<file path="config.mk">
export PLATFORM = sky130hd
export DESIGN_NAME = shadow_bank
export DESIGN_NICKNAME = d
export VERILOG_FILES = /design/src/rtl/shadow_bank_pkg.sv /design/src/rtl/sb_addr_decode.sv /design/src/rtl/sb_window_slot.sv /design/src/rtl/sb_gate_ctrl.sv /design/src/rtl/sb_read_mux.sv /design/src/rtl/shadow_bank.sv
export SDC_FILE = /design/constraint.sdc
export NUM_CORES = 2
export LEC_CHECK = 0
export ABC_AREA = 1
export BUFFER_PORTS_ARGS = -buffer_cell sky130_fd_sc_hd__clkbuf_2
export CORE_ASPECT_RATIO = 0.6
export CORE_MARGIN = 3
export CORE_UTILIZATION = 45
export CTS_CLUSTER_DIAMETER = 60
export DETAILED_ROUTE_END_ITERATION = 10
export PLACE_DENSITY = 0.72
export SLEW_MARGIN = 20
export SYNTH_ARGS = -nofsm -noshare
export SYNTH_HDL_FRONTEND = slang
export SYNTH_SLANG_ARGS = --single-unit
</file>
<file path="constraint.sdc">
create_clock -name clk -period 3.25 [get_ports clk]
set_input_delay 0.65 -clock clk [delete_from_list [all_inputs] [get_ports clk]]
set_output_delay 0.65 -clock clk [all_outputs]
set_load 0.005 [all_outputs]
</file>
<file path="src/rtl/shadow_bank_pkg.sv">
package shadow_bank_pkg;

    typedef enum logic [1:0] {
        SEL_NONE,
        SEL_WIN,
        SEL_RUN,
        SEL_GATE
    } sel_kind_e;

    typedef struct packed {
        sel_kind_e  kind;
        logic [7:0] win;
        logic [7:0] idx;
    } addr_dec_t;

    localparam int RUN_NOW_BIT   = 0;
    localparam int RUN_FRAME_BIT = 1;

    function automatic addr_dec_t decode_addr(input int unsigned a,
                                              input int unsigned nwin,
                                              input int unsigned nreg);
        addr_dec_t d;
        d.kind = SEL_NONE;
        d.win  = '0;
        d.idx  = '0;
        if (a < nwin * nreg) begin
            d.kind = SEL_WIN;
            d.win  = 8'(a / nreg);
            d.idx  = 8'(a % nreg);
        end else if (a == nwin * nreg) begin
            d.kind = SEL_RUN;
        end else if (a == nwin * nreg + 1) begin
            d.kind = SEL_GATE;
        end
        return d;
    endfunction

    function automatic int prot_pos(input int w);
        return 2 * w;
    endfunction

    function automatic int chen_pos(input int w);
        return 2 * w + 1;
    endfunction

endpackage

</file>
<file path="src/rtl/sb_addr_decode.sv">
module sb_addr_decode
    import shadow_bank_pkg::*;
#(
    parameter int NUM_WIN      = 5,
    parameter int REGS_PER_WIN = 4,
    parameter int ADDR_W       = 5
) (
    input  logic [ADDR_W-1:0] addr,
    output addr_dec_t         dec
);
    logic [31:0] addr_ext;

    always_comb begin
        addr_ext = {{(32-ADDR_W){1'b0}}, addr};
        dec = decode_addr(addr_ext, NUM_WIN, REGS_PER_WIN);
    end
endmodule

</file>
<file path="src/rtl/sb_window_slot.sv">
module sb_window_slot #(
    parameter int REGS   = 4,
    parameter int DATA_W = 32,
    parameter int IDX_W  = 2
) (
    input  logic                   clk,
    input  logic                   rst,
    input  logic                   wr_hit,
    input  logic [IDX_W-1:0]       wr_idx,
    input  logic [DATA_W-1:0]      wdata,
    input  logic                   vsync,
    input  logic                   protect,
    output logic [REGS*DATA_W-1:0] front_o,
    output logic [REGS*DATA_W-1:0] active_o
);
    logic xfer;
    assign xfer = vsync && !protect;

    for (genvar r = 0; r < REGS; r++) begin : g_reg
        logic [DATA_W-1:0] front_q;
        logic [DATA_W-1:0] act_q;

        always_ff @(posedge clk) begin
            if (rst) begin
                front_q <= '0;
            end else if (wr_hit && (wr_idx == IDX_W'(r))) begin
                front_q <= wdata;
            end
        end

        always_ff @(posedge clk) begin
            if (rst) begin
                act_q <= '0;
            end else if (xfer) begin
                act_q <= front_q;
            end
        end

        assign front_o[r*DATA_W +: DATA_W]  = front_q;
        assign active_o[r*DATA_W +: DATA_W] = act_q;
    end
endmodule

</file>
<file path="src/rtl/sb_gate_ctrl.sv">
module sb_gate_ctrl
    import shadow_bank_pkg::*;
#(
    parameter int NUM_WIN = 5,
    parameter int DATA_W  = 32
) (
    input  logic                 clk,
    input  logic                 rst,
    input  logic                 gate_wr,
    input  logic [2*NUM_WIN-1:0] gate_wdata,
    input  logic                 run_wr,
    input  logic [1:0]           run_wdata,
    input  logic                 vsync,
    output logic [NUM_WIN-1:0]   prot,
    output logic [NUM_WIN-1:0]   chen,
    output logic                 video_run,
    output logic [DATA_W-1:0]    gate_word,
    output logic [DATA_W-1:0]    run_word
);
    logic [2*NUM_WIN-1:0] gate_q;
    logic [1:0]           run_q;
    logic                 act_run_q;

    always_ff @(posedge clk) begin
        if (rst) begin
            gate_q <= '0;
        end else if (gate_wr) begin
            gate_q <= gate_wdata;
        end
    end

    always_ff @(posedge clk) begin
        if (rst) begin
            run_q <= '0;
        end else if (run_wr) begin
            run_q <= run_wdata;
        end
    end

    // Start waits for a frame boundary; losing the immediate bit
    // forgets the latched start so a restart waits again.
    always_ff @(posedge clk) begin
        if (rst) begin
            act_run_q <= 1'b0;
        end else if (!run_q[RUN_NOW_BIT]) begin
            act_run_q <= 1'b0;
        end else if (vsync) begin
            act_run_q <= run_q[RUN_NOW_BIT] && run_q[RUN_FRAME_BIT];
        end
    end

    for (genvar w = 0; w < NUM_WIN; w++) begin : g_bits
        assign prot[w] = gate_q[prot_pos(w)];
        assign chen[w] = gate_q[chen_pos(w)];
    end

    assign video_run = act_run_q && run_q[RUN_NOW_BIT];
    assign gate_word = DATA_W'(gate_q);
    assign run_word  = DATA_W'(run_q);
endmodule

</file>
<file path="src/rtl/sb_read_mux.sv">
module sb_read_mux
    import shadow_bank_pkg::*;
#(
    parameter int NUM_WIN      = 5,
    parameter int REGS_PER_WIN = 4,
    parameter int DATA_W       = 32
) (
    input  addr_dec_t                                dec,
    input  logic [NUM_WIN*REGS_PER_WIN*DATA_W-1:0]   front_flat,
    input  logic [DATA_W-1:0]                        gate_word,
    input  logic [DATA_W-1:0]                        run_word,
    output logic [DATA_W-1:0]                        rdata
);
    localparam int SLOTS = NUM_WIN * REGS_PER_WIN;

    always_comb begin
        rdata = '0;
        unique case (dec.kind)
            SEL_WIN: begin
                for (int s = 0; s < SLOTS; s++) begin
                    if (int'(dec.win) * REGS_PER_WIN + int'(dec.idx) == s)
                        rdata = front_flat[s*DATA_W +: DATA_W];
                end
            end
            SEL_RUN:  rdata = run_word;
            SEL_GATE: rdata = gate_word;
            default:  rdata = '0;
        endcase
    end
endmodule

</file>
<file path="src/rtl/shadow_bank.sv">
module shadow_bank
    import shadow_bank_pkg::*;
#(
    parameter  int NUM_WIN      = 5,
    parameter  int REGS_PER_WIN = 4,
    parameter  int DATA_W       = 32,
    localparam int ADDR_W       = $clog2(NUM_WIN*REGS_PER_WIN + 2),
    localparam int ALL_W        = NUM_WIN*REGS_PER_WIN*DATA_W
) (
    input  logic              clk,
    input  logic              rst,
    input  logic [ADDR_W-1:0] addr,
    input  logic              wr_en,
    input  logic [DATA_W-1:0] wdata,
    output logic [DATA_W-1:0] rdata,
    input  logic              vsync,
    output logic [ALL_W-1:0]  act_regs,
    output logic [NUM_WIN-1:0] win_protect,
    output logic [NUM_WIN-1:0] win_chan_en,
    output logic              video_run
);
    localparam int IDX_W  = (REGS_PER_WIN > 1) ? $clog2(REGS_PER_WIN) : 1;
    localparam int WIN_W  = REGS_PER_WIN * DATA_W;
    localparam int GATE_W = 2 * NUM_WIN;

    addr_dec_t         dec;
    logic [ALL_W-1:0]  front_flat;
    logic [DATA_W-1:0] gate_word;
    logic [DATA_W-1:0] run_word;
    logic              gate_wr;
    logic              run_wr;

    sb_addr_decode #(
        .NUM_WIN      (NUM_WIN),
        .REGS_PER_WIN (REGS_PER_WIN),
        .ADDR_W       (ADDR_W)
    ) u_dec (
        .addr (addr),
        .dec  (dec)
    );

    assign gate_wr = wr_en && (dec.kind == SEL_GATE);
    assign run_wr  = wr_en && (dec.kind == SEL_RUN);

    for (genvar w = 0; w < NUM_WIN; w++) begin : g_win
        logic hit;
        assign hit = wr_en && (dec.kind == SEL_WIN) && (dec.win == 8'(w));

        sb_window_slot #(
            .REGS   (REGS_PER_WIN),
            .DATA_W (DATA_W),
            .IDX_W  (IDX_W)
        ) u_slot (
            .clk      (clk),
            .rst      (rst),
            .wr_hit   (hit),
            .wr_idx   (dec.idx[IDX_W-1:0]),
            .wdata    (wdata),
            .vsync    (vsync),
            .protect  (win_protect[w]),
            .front_o  (front_flat[w*WIN_W +: WIN_W]),
            .active_o (act_regs[w*WIN_W +: WIN_W])
        );
    end

    sb_gate_ctrl #(
        .NUM_WIN (NUM_WIN),
        .DATA_W  (DATA_W)
    ) u_gate (
        .clk        (clk),
        .rst        (rst),
        .gate_wr    (gate_wr),
        .gate_wdata (wdata[GATE_W-1:0]),
        .run_wr     (run_wr),
        .run_wdata  (wdata[1:0]),
        .vsync      (vsync),
        .prot       (win_protect),
        .chen       (win_chan_en),
        .video_run  (video_run),
        .gate_word  (gate_word),
        .run_word   (run_word)
    );

    sb_read_mux #(
        .NUM_WIN      (NUM_WIN),
        .REGS_PER_WIN (REGS_PER_WIN),
        .DATA_W       (DATA_W)
    ) u_rd (
        .dec        (dec),
        .front_flat (front_flat),
        .gate_word  (gate_word),
        .run_word   (run_word),
        .rdata      (rdata)
    );
endmodule

</file>
# After elaboration in Yosys (flattened, before gate mapping)
# Index checks and enable logic that the tools add are counted.
[word_totals]
ff_bits = 1293
out_inout_bits = 683
wordCells = 146
[op_classes]
addsub = 1
n_lt_le_gt_ge = 1
n_eq_ne = 31
mux = 25
bitwise = 1
n_reduce_logical = 44
[op_table]
columns = ["cell", "n"]
rows = [
  ["32-bit 2-to-1 mux", 20],
  ["32-bit by 5-bit equality test with 1-bit output, second input constant", 8],
  ["32-bit by 6-bit equality test with 1-bit output, second input constant", 4],
  ["32-bit one-hot mux with 3 select lines", 1],
  ["1-bit logical AND", 35],
  ["32-bit by 4-bit equality test with 1-bit output, second input constant", 1],
  ["32-bit logical NOT", 1],
  ["9-bit by 3-bit equality test with 1-bit output, second input constant", 3],
  ["9-bit by 2-bit equality test with 1-bit output, second input constant", 2],
  ["8-bit by 2-bit equality test with 1-bit output, second input constant", 2],
  ["11-bit 2-to-1 mux", 1],
  ["5-bit equality test, second input constant", 2],
  ["5-bit by 8-bit adder with 9-bit output", 1],
  ["9-bit by 1-bit equality test with 1-bit output, second input constant", 1],
  ["2-bit equality test, second input constant", 4],
  ["8-bit by 1-bit equality test with 1-bit output, second input constant", 1],
  ["8-bit by 3-bit equality test with 1-bit output, second input constant", 1],
  ["8-bit logical NOT", 1],
  ["2-bit 2-to-1 mux", 3],
  ["1-bit logical NOT", 5],
  ["5-bit < comparator, second input constant", 1],
  ["2-bit by 1-bit equality test with 1-bit output, second input constant", 2],
  ["2-bit logical NOT", 1],
  ["2-bit OR reduction", 1],
  ["1-bit inverter", 1],
]

# Logic depth before layout (Yosys ltp)
[depth]
word_depth = 25
depth_mapped = 20
ltp_nobuf = 18

# By module
# Synthesis repeated with hierarchy kept, for this count alone.
[hier_totals]
hier_cells = 8616
area_unflattened_um2 = 56869.5
[modules_own_cells]
columns = ["module", "n_inst", "cells_per_inst", "area_each_um2", "seq_area_each_um2"]
rows = [
  ["sb_window_slot", 5, 1377, 9753.1, 5124.9],
  ["sb_read_mux", 1, 1551, 6887.9, 0.0],
  ["sb_gate_ctrl", 1, 126, 947.2, 260.2],
  ["sb_addr_decode", 1, 31, 163.9, 0.0],
  ["shadow_bank", 1, 23, 105.1, 0.0],
]

# Worst setup path before layout
# Ideal clock, no wire load.
[synth_timing]
path_type = "input-to-output"
startpoint = "input port addr[3]"
endpoint = "output port rdata[5]"
arrival_ns = 2.198
t_required_ns = 2.600
slack_ns = 0.402
cell_stages = 18
n_path_buf = 1
path_cell_list = "nor2_4 -> nor2_4 -> nor2_4 -> nand2_4 -> nor2_8 -> inv_2 -> buf_2 -> or2_0 -> nand2_1 -> nand4_1 -> nand2_1 -> nand3_1 -> nand2_1 -> nand3_1 -> nand2_1 -> nand2_1 -> nand2_1 -> nand2_1"
[synth_via]
elab_chain_len = 25
elab_cells_between_ends = 52
classes_between = "1 x add/sub; 1 x order compare; 24 x eq/ne; 25 x mux; 1 x reduce/logical"
[synth_rtl]
columns = ["element", "line_no", "text"]
rows = [
  ["from (decl)", "shadow_bank.sv:12", "input logic [ADDR_W-1:0] addr,"],
  ["5-bit < comparator", "shadow_bank_pkg.sv:26", "if (a < nwin * nreg) begin"],
  ["11-bit 2-to-1 mux", "shadow_bank_pkg.sv:26", ""],
  ["5-bit by 8-bit adder with 9-bit output", "sb_read_mux.sv:21", "if (int'(dec.win) * REGS_PER_WIN + int'(dec.idx) == s)"],
  ["32-bit logical NOT", "sb_read_mux.sv:21", ""],
  ["32-bit 2-to-1 mux (20 in series)", "sb_read_mux.sv:21", ""],
  ["32-bit one-hot mux with 3 select lines *", "sb_read_mux.sv:18", "unique case (dec.kind)"],
  ["to (decl)", "shadow_bank.sv:15", "output logic [DATA_W-1:0] rdata,"],
]
# Every way passes the cells marked *; elsewhere a longest branch is shown, timed or not.

# Worst setup path after layout
[layout_timing]
startpoint = "input port addr[2]"
endpoint = "output port rdata[9]"
# The elaborated chain is that of the path after synthesis.

==> reports/qor.tcl <==
set qor(result_of_the_run) {finished, violations left}
set qor(violations_in_the_final_reports) {negative setup slack}
set qor(layout_setup_ws_ns) -0.842
set qor(cellInternalPower_mw) 25.0
set qor(synth.yosys.warnings) 0
set qor(clk_latency_ns) 0.77
set qor(delay_contributed_by_the_slowest_stage_of_the_critical_path_ns) 0.28
set qor(flow.area_growth_from_synthesis_pct) 24.9
set qor(synth.lib_cells_used.distinct) 32
set qor(post-route-min-period_ns) 4.09
set qor(power.ir.vdd_worst_uv) 432
set qor(seq_area_frac_synth) 0.520
set qor(route.vias.total) 51800
set qor(net-switching-power_mw) 8.43
set qor(synth_instances) 6666
set qor(grt_pass1_vias) 46600
set qor(floorplan.die.width_um) 435
set qor(yosys.area.top_type_share) 0.520
set qor(cts.hold.buffers_added) 0
set qor(yosys.area.top_type) {dfxtp_1}
set qor(floorplan.rows) 93
set qor(instances_no_fill) 8886
set qor(clk_pin_slew_worst_paths_ns) 0.06
set qor(dieArea_um2) 115000
set qor(floorplan.initialDensity) 0.459
set qor(timing.critical_path.fanout_max) 7
set qor(wirelength_um) 245000
set qor(hold_viol_final) 0
set qor(comb_power_share) 0.068
set qor(ctsHtreeMaxLevel) 3
set qor(cts_buffers) 116
set qor(yosysMostFrequentCell) {nand2_1}
set qor(critical_path_required_ns) 2.60
set qor(grt_use_total) 0.407
set qor(coreArea_um2) 108000
set qor(cpLargestDelayFamily) {simple AND/OR/NAND/NOR gates}
set qor(layout-drive-gt1-share) 0.219
set qor(crit_path_top_delay_cell) {nand4_1}
set qor(clock-skew-final_ns) 0.0233
set qor(grt.overflow.total) 0
set qor(criticalPathCategory) {input pin to primary output}
set qor(max_slew.worst_pin.slew_ns) 1.32
set qor(num_ports) 724
set qor(synth_fp_nets) 6707
set qor(synthesis.area_per_instance_um2) 7.47
set qor(die_height_um) 264
set qor(most_frequent_cells_after_synthesis) {nand2_1, dfxtp_1, a21oi_1, nor2_1, clkbuf_1}
set qor(dp.final_hpwl_um) 180000
set qor(initialDrtViolationCount) 8059
set qor(yosys-top-cells-area) {dfxtp_1, nand2_1, a21oi_1}
set qor(finalSetupViolCount) 32
set qor(port_buffers) 723
set qor(fillCellCount) 10100
set qor(max_cap_viol_count) 0
set qor(number_of_vias_per_cell_after_detailed_routing) 5.83
set qor(clock_power_share) 0.445
set qor(first_pass_iteration_count_of_the_detailed_router) 7
set qor(grt_pass1_wl_um) 340000
set qor(route.detailed.drc) 0
set qor(swShare) 0.252
set qor(dp.cells) 8633
set qor(cellPowerDensity_nw_per_um2) 538
set qor(cts_max_path_buffers) 3
set qor(synth_edf_count) 0
set qor(clkSinkCount) 1293
set qor(critPathBufInv) 8
set qor(place.gp.congestion) 1.05
set qor(grt_max_degree) 169
set qor(routed_wire_length_per_instance_um) 27.6
set qor(timing.hold.worst.class) {input pin to flip-flop}
set qor(worst_slew_margin_rel) 0.119
set qor(postRouteAntennaNets) 0
set qor(setup.worst_path.start_class) {input pin}
set qor(max_freq_mhz) 244
set qor(final.period_utilization) 1.26
set qor(finalNetCount) 7355
set qor(design_power_total_mw) 33.4
set qor(crit_chain) {clkbuf_16 > nor2_4 > buf_12 > buf_6 > nand3_4 > inv_6 > buf_12 > buf_8 > buf_4 > nand2_2 > nand3_2 > o22ai_2 > nand4_1 > nor2_2 > nand3_2 > nand2_1 > nand4_1 > nand2_2 > nand4_1 > nand2_1 > nand2_1 > buf_2}
set qor(synthFlopType) {dfxtp_1}
set qor(cts_tree) {yes}
set qor(antenna_found_initial) 15
set qor(worstPathArrival_ns) 3.44
set qor(endpoint_kind) {primary output}
set qor(final_max_slew_viol_count) 0
set qor(grt_setup_unrepaired) {yes}
set qor(cts-root-buf) {clkbuf_16}
set qor(power.sequential.fraction) 0.487
set qor(leakage_nw) 23.8
set qor(async_set_reset_flop_share_out_of_synthesis) 0
set qor(synth.ff_latch_count) 1293
set qor(synthesis.area_um2) 49800
[per-layer routing]
layer / GRT usage / wire length [um]
met1: 0.579 / 101000
met2: 0.547 / 95600
met3: 0.161 / 37900
met4: 0.152 / 10400
met5: 0 / 53
[cells by family (layout without fill, tap and decap cells)]
logic type / after synthesis / in the layout / share of synthesized area
AO/OA/AOI/OAI: 1423 / 1423 / 0.167
other: 0 / 1 / 0
buffers and inverters: 852 / 1599 / 0.0659
AND/OR/NAND/NOR: 3098 / 3098 / 0.247
flip-flops: 1293 / 1293 / 0.520
[power by group through the flow]
stage | combinational, mW | sequential [mW] | clock [mW]
final | 2.26 | 16.3 | 14.9
after global routing | 2.33 | 16.3 | 15.5
after CTS | 2.14 | 16.3 | 14.9
after detailed placement | 2.05 | 16.6 | 0
after floorplan | 1.00 | 16.5 | 0
after global placement | 2.03 | 16.6 | 0
[layout make-up]
| class | count | area, um^2 | area share |
|---|---|---|---|
| repair buffers | 1077 | 7350 | 0.118 |
| clock buffers | 154 | 3330 | 0.0536 |
| clock inverters | 63 | 757 | 0.0122 |
| well taps | 1472 | 1840 | 0.0296 |
| multi-input cells | 4521 | 21800 | 0.351 |
| inverters | 305 | 1180 | 0.0190 |
| diodes | 1 | 2.50 | 0.0000403 |
| flip-flops and latches | 1293 | 25900 | 0.416 |
[worst paths after layout]
path | start | endpoint | slack [ns] | cells past startpoint
worst max-delay path | addr[2] | rdata[9] | -0.84 | 22
worst min-delay path | vsync | u_gate.act_run_q | 0.28 | 2
worst min register to register | g_win[4].u_slot.g_reg[3].act_q[24] | g_win[4].u_slot.g_reg[3].act_q[24] | 0.46 | 2
worst max register to register | u_gate.gate_q[4] | g_win[2].u_slot.g_reg[2].act_q[24] | 1.29 | 6
[sequential cells by signal, summed over array words and instances (netlist names)]
name	count
g_win.u_slot.g.act_q	640
g_win.u_slot.g.front_q	640
u_gate.gate_q	10
u_gate.run_q	2
u_gate.act_run_q	1
[worst register-to-register path: cells and delay by family (launching register included)]
family                 cells  cell delay [ns]
AND/OR/NAND/NOR            2             0.27
flip-flops                 1             0.46
buffers and inverters      3             0.99
AO/OA/AOI/OAI              1             0.16
[what timing repair did]
item,4_1_cts,5_1_grt
cloned,2,0
buffers inserted,28,14
pin swaps,113,135
resized for setup,262,125
setup endpoints to repair,32,32
[metrics by stage]
stage | setup WS (ns) | util | instance area [um^2] | setup TNS [ns] | hold slack (ns)
2_1_floorplan | 0.402 | - | 49800 | 0 | 0.448
3_3_place_gp | -0.939 | 0.519 | 56300 | -21.11 | 0.447
3_5_place_dp | -0.887 | 0.520 | 56400 | -21.85 | 0.453
4_1_cts | -0.661 | 0.568 | 61600 | -15.71 | 0.239
5_1_grt | -0.828 | 0.573 | 62200 | -19.88 | 0.281
6_report | -0.842 | 0.573 | 62200 | -18.36 | 0.278
[placed cells by master, fill, tap and decap left out, types with 4 or more instances in the layout]
cell        instances
a21oi_2            23
nand2_1          2052
nor2_1            612
inv_2              31
clkbuf_16         121
bufinv_16          13
clkinv_4            5
a21oi_1           907
clkbuf_1           14
clkbuf_8           23
inv_8               4
nand3_2            20
inv_1             258
buf_6              41
o21ai_0            10
buf_2               5
clkbuf_2          710
nand4_1           117
or2_2              45
clkinvlp_4         11
inv_4               4
dfxtp_1          1293
nand3_1            30
or2_0              11
clkinv_1            7
nor2_2             45
nand2_4            33
nand3_4            21
buf_8               5
or2_1               5
a211oi_1          468
buf_4             250
nand2_2            72
inv_6               6
buf_12             57
clkinv_2           27
nor2_4             26
a21oi_4             5
Power figures use the tool's default switching activity.
